--- config.mk ---
export PLATFORM = sky130hd
export DESIGN_NAME = gtc_table
export DESIGN_NICKNAME = d
export VERILOG_FILES = /design/src/rtl/gtc_table.sv
export SDC_FILE = /design/constraint.sdc
export NUM_CORES = 1
export LEC_CHECK = 0
export CORE_UTILIZATION = 37
export CTS_CLUSTER_SIZE = 40
export DETAILED_ROUTE_END_ITERATION = 6
export HOLD_SLACK_MARGIN = 0.06
export MAX_ROUTING_LAYER = met4
export PLACE_DENSITY = 0.73
export SYNTH_ARGS = -nofsm -noshare
export SYNTH_HDL_FRONTEND = slang
export SYNTH_SLANG_ARGS = --single-unit
--- constraint.sdc ---
create_clock -name clk -period 1.7 [get_ports clk]
set_clock_uncertainty 0.15 [all_clocks]
set_input_delay 0.34 -clock clk [delete_from_list [all_inputs] [get_ports clk]]
set_output_delay 0.34 -clock clk [all_outputs]
set_load 0.005 [all_outputs]
--- src/rtl/gtc_table.sv ---
module gtc_table #(
  parameter int VW     = 10,
  parameter int N_ROWS = 8,
  parameter int IW     = 3
) (
  input  logic                         clk,
  input  logic                         rst,
  input  logic                         we,
  input  logic [IW-1:0]                idx,
  input  logic [VW-1:0]                care_in,
  input  logic [VW-1:0]                val_in,
  output logic [N_ROWS-1:0][VW-1:0]    care_q,
  output logic [N_ROWS-1:0][VW-1:0]    val_q
);
  logic idx_ok;
  assign idx_ok = (int'(idx) < N_ROWS);

  // All rows are read in parallel every cycle, so the table stays in flops.
  always_ff @(posedge clk) begin
    if (rst) begin
      care_q <= '0;
      val_q  <= '0;
    end else if (we && idx_ok) begin
      care_q[idx] <= care_in;
      val_q[idx]  <= val_in;
    end
  end
endmodule

Word level (Yosys, flattened, before mapping)
Index checks and enable logic that the tools add are counted.
{ "word_totals": {"reg_bits": 160, "inputBits": 26, "output_inout_bits": 160, "wordCells": 23} }
{ "op_classes": {"n_lt_le_gt_ge": 2, "n_mux": 4, "n_reduce_logical": 1} }
{ "op_table": {"columns": ["operator", "n"], "rows": [
  ["80-bit bitwise mux", 2],
  ["10-bit demux with 3-bit select", 1],
  ["10-bit two-way mux", 1],
  ["3-bit by 4-bit < comparator with 1-bit output (second input constant)", 1],
  ["3-bit by 1-bit >= comparator with 1-bit output (second input constant)", 1],
  ["1-bit logical AND", 1]
]} }

Logic depth before layout (Yosys ltp)
Gate-level depths: netlist of run 1.
{ "depth": {"word_depth": 5, "mapped_depth": 6, "depth_no_buf": 2} }

Worst setup path before layout of run 1
No wires, ideal clock.
{ "synth_path": {"path_kind": "input port to flip-flop", "startpoint": "input idx[2]", "endpoint": "register val_q[0] in the netlist's numbering", "setup_time_ns": 0.129, "arrival_ns": 1.261, "required_ns": 1.421, "setup_slack_ns": 0.161, "stages": 4, "n_path_buf": 2, "path_cell_list": "buf_2 -> or4b_1 -> buf_6 -> mux2i_1"} }
{ "synth_between": {"elab_chain_cells": 5, "word_cells_on_any_way": 6, "classes_between": "order compare: 2; mux: 3; reduce/logical: 1"} }
{ "synth_rtl": {"columns": ["element", "line_no", "rtl"], "rows": [
  ["start: declaration", "9", "input logic [IW-1:0] idx,"],
  ["3-bit by 4-bit < comparator with 1-bit output (not written as such) or 3-bit by 1-bit >= comparator with 1-bit output (tied branches)", "25", "val_q[idx] <= val_in;"],
  ["1-bit logical AND (not written as such)", "25", null],
  ["10-bit two-way mux (not written as such)", "25", null],
  ["10-bit demux with 3-bit select *", "25", null],
  ["80-bit bitwise mux *", "25", null],
  ["end signal: indexed assignment", "25", null],
  ["end: declaration", "13", "output logic [N_ROWS-1:0][VW-1:0] val_q"]
]} }
Every way passes the cells marked *; elsewhere a longest branch is shown, timed or not.
A chain may end at the register's enable or synchronous reset.

Worst setup path in the final report of run 1
{ "layout_path": {"startpoint": "input idx[0]", "endpoint": "register val_q[2] in the netlist's numbering"} }
Same word-level chain as after synthesis.

==> impl_metrics.tcl, run 1 <==
set metrics [dict create \
    grt_max_degree 33 \
    edff_count_synth 0 \
    pwr-share-seq 0.480 \
    highest_delay_cell_along_the_critical_path "or4b_1" \
    hpwlAfterDp_um 12100 \
    switching_power_mw 1.82 \
    drt_pass1_iterations 4 \
    start_util 0.380 \
    drtAntennaViolNets 0 \
    cp_max_fo 7 \
    report.final.setup_viol 0 \
    cp_num_buf_inv 2 \
    synthCells 571 \
    placement.setup.worst_slack_ps -353 \
    cts-root-to-sink-buffers 2 \
    total_leakage_power_nw 4.83 \
    final.period_utilization 0.941 \
    max_fclk_mhz 625 \
    core_area_mm2 0.0166 \
    swShare 0.225 \
    synth_top_flop_cell "dfxtp_1" \
    nets_in_the_synthesized_netlist 597 \
    antenna_found_initial 0 \
    timing.slew.headroom 0.664 \
    finalHoldViolations 0 \
    yosys_register_bits 160 \
    drt_drc_violations_left 0 \
    p_per_area_mw_per_mm2 904 \
    holdBufCountCts 0 \
    comb_power_share 0.076 \
    tightest_slew_ps 504 \
    fp.dieArea_mm2 0.0176 \
    global_route_wire_length_before_repair_um 26500 \
    gpl.final_weighted_congestion 0.751 \
    post-cts-setup-buffers 0 \
    clock_tree_from_tritoncts "yes" \
    synth.yosys.warnings 0 \
    hold_path.class "in -> reg" \
    rsz0062_at_grt "no" \
    max-vdd-ir-drop_v 0.000680 \
    synthToLayoutAreaGrowth_pct 41.9 \
    num_antenna_cells 0 \
    floorplan.die.height_um 132 \
    drt_wl_total_um 17000 \
    post_layout_nonfiller_instances 979 \
    holdWs_ps 221 \
    crit_arrival_ps 1730 \
    syn_area_mm2 0.00630 \
    drive_gt1_frac 0.144 \
    ctsHtreeMaxLevel 4 \
    post_synth_num_cell_types 15 \
    final-max-slew-violation-count 0 \
    numClockSinks 160 \
    layout.cells.most_common "nand2b_1" \
    syn_area_per_cell_um2 11.0 \
    synth_sequential_area_ratio 0.508 \
    internal_power_mw 6.26 \
    grt_pass1_vias 4773 \
    wl_per_cell_um 17.3 \
    cpLargestDelayFamily "buffers and inverters" \
    timing.critical_path.slowest_cell_delay_ps 580 \
    clock_insertion_delay_worst_skew_ps 420 \
    final.min_clock_period_ps 1600 \
    synth-async-reset-ratio 0 \
    cts-root-buf "clkbuf_16" \
    drt_iter0_drcs 164 \
    fp.dieW_um 132 \
    setup.worst_path.class "in -> reg" \
    element_type_at_the_critical_path_start "input port" \
    crit_required_ps 1830 \
    power.clock.fraction 0.444 \
    crit_chain "clkdlybuf4s50_1, or4b_1, buf_4, mux2i_1" \
    fillers 1520 \
    clk_transition_reported_paths_ps 60 \
    fin_area_mm2 0.00894 \
    finish.net_count 772 \
    fin_util 0.539 \
    buffer_ports.inserted 185 \
    vias_per_cell 4.73 \
    numPlacedInstances 947 \
    final_ws_setup_ps 101 \
    dr_total_vias 4630 \
    rows 47 \
    grt.overflow.total 0 \
    cts_buffers 17 \
    most-common-layout-cells "nand2b_1, mux2i_1, dlygate4sd2_1" \
    io-pin-count 186 \
    post_cts_resized 202 \
    timing.max_cap.violations 0 \
    critical_path.endpoint_type "register" \
    placed_area_mm2 0.00851 \
    run_status "finished clean" \
    grt_usage 0.205 \
]
## layer usage
layer  part of all wire  global-route usage  vias to the layer above
li1                   -                   -                     2221
met1               0.44               0.236                     2243
met2               0.47               0.330                      148
met3              0.071              0.0766                       18
met4              0.014              0.0651                        0
met5                  0                   -                        -
## synthesized netlist by cell type, types with 2 or more instances
cell type  instances  share of area
nand4bb_1          3         0.0054
clkbuf_1          34          0.020
buf_1              7         0.0042
mux2i_1          160           0.25
dfxtp_1          160           0.51
buf_2             16          0.013
buf_6              2         0.0036
nand4b_1           3         0.0042
nand2b_1         180           0.18
## logic make-up after synthesis
group | Yosys count | share of synthesized area
and+or+nand+nor | 191 | 0.195
muxes | 160 | 0.254
DFF | 160 | 0.508
buffers and inverters | 60 | 0.0419
## power groups by stage
| stage | clock [mW] | sequential, mW | combinational [mW] |
|---|---|---|---|
| finish | 3.59 | 3.88 | 0.612 |
| global route | 3.86 | 3.89 | 0.656 |
| CTS | 3.68 | 3.88 | 0.619 |
| detailed placement | 0 | 3.96 | 0.672 |
| global placement | 0 | 3.96 | 0.659 |
| floorplan | 0 | 3.96 | 0.315 |
## tightest hold or removal path, delay by kind of cell
kind	cells	cell delay [ps]
buffers and inverters	1	210
muxes	1	50
and+or+nand+nor	1	130
## metrics by stage
step	TNS (ps)	power, mW
final	0	8.08
after global routing	0	8.40
after detailed placement	-30140	4.63
after floorplan	0	4.28
after CTS	0	8.18
after global placement	-24250	4.62
## flip-flops by register name (all words and copies together) (netlist names)
name and flops:
care_q 80, val_q 80
## area by class of cell
type                            count  area [um^2]  area share
Clock buffer                       25          515      0.0577
Sequential cell                   160         3260       0.364
Multi-Input combinational cell    351         2860       0.320
Tap cell                          220          275      0.0308
Timing Repair Buffer              216         1980       0.222
Clock inverter                      7         48.8     0.00546
## final timing paths
check        startpoint  cells past startpoint  slack, ps         end
min                 rst                      3        220   care_q[2]
min reg2reg  care_q[43]                      2        320  care_q[43]
max              idx[0]                      4        100    val_q[2]
max reg2reg   val_q[66]                      2        880   val_q[66]
(Power assumes the default switching activity.)
==> run 2, diff against run 1 <==
CAP_MARGIN = 20   (was unset)
==> results of run 2 <==
No change in the layout: final DEF, timing and power equal those of run 1.
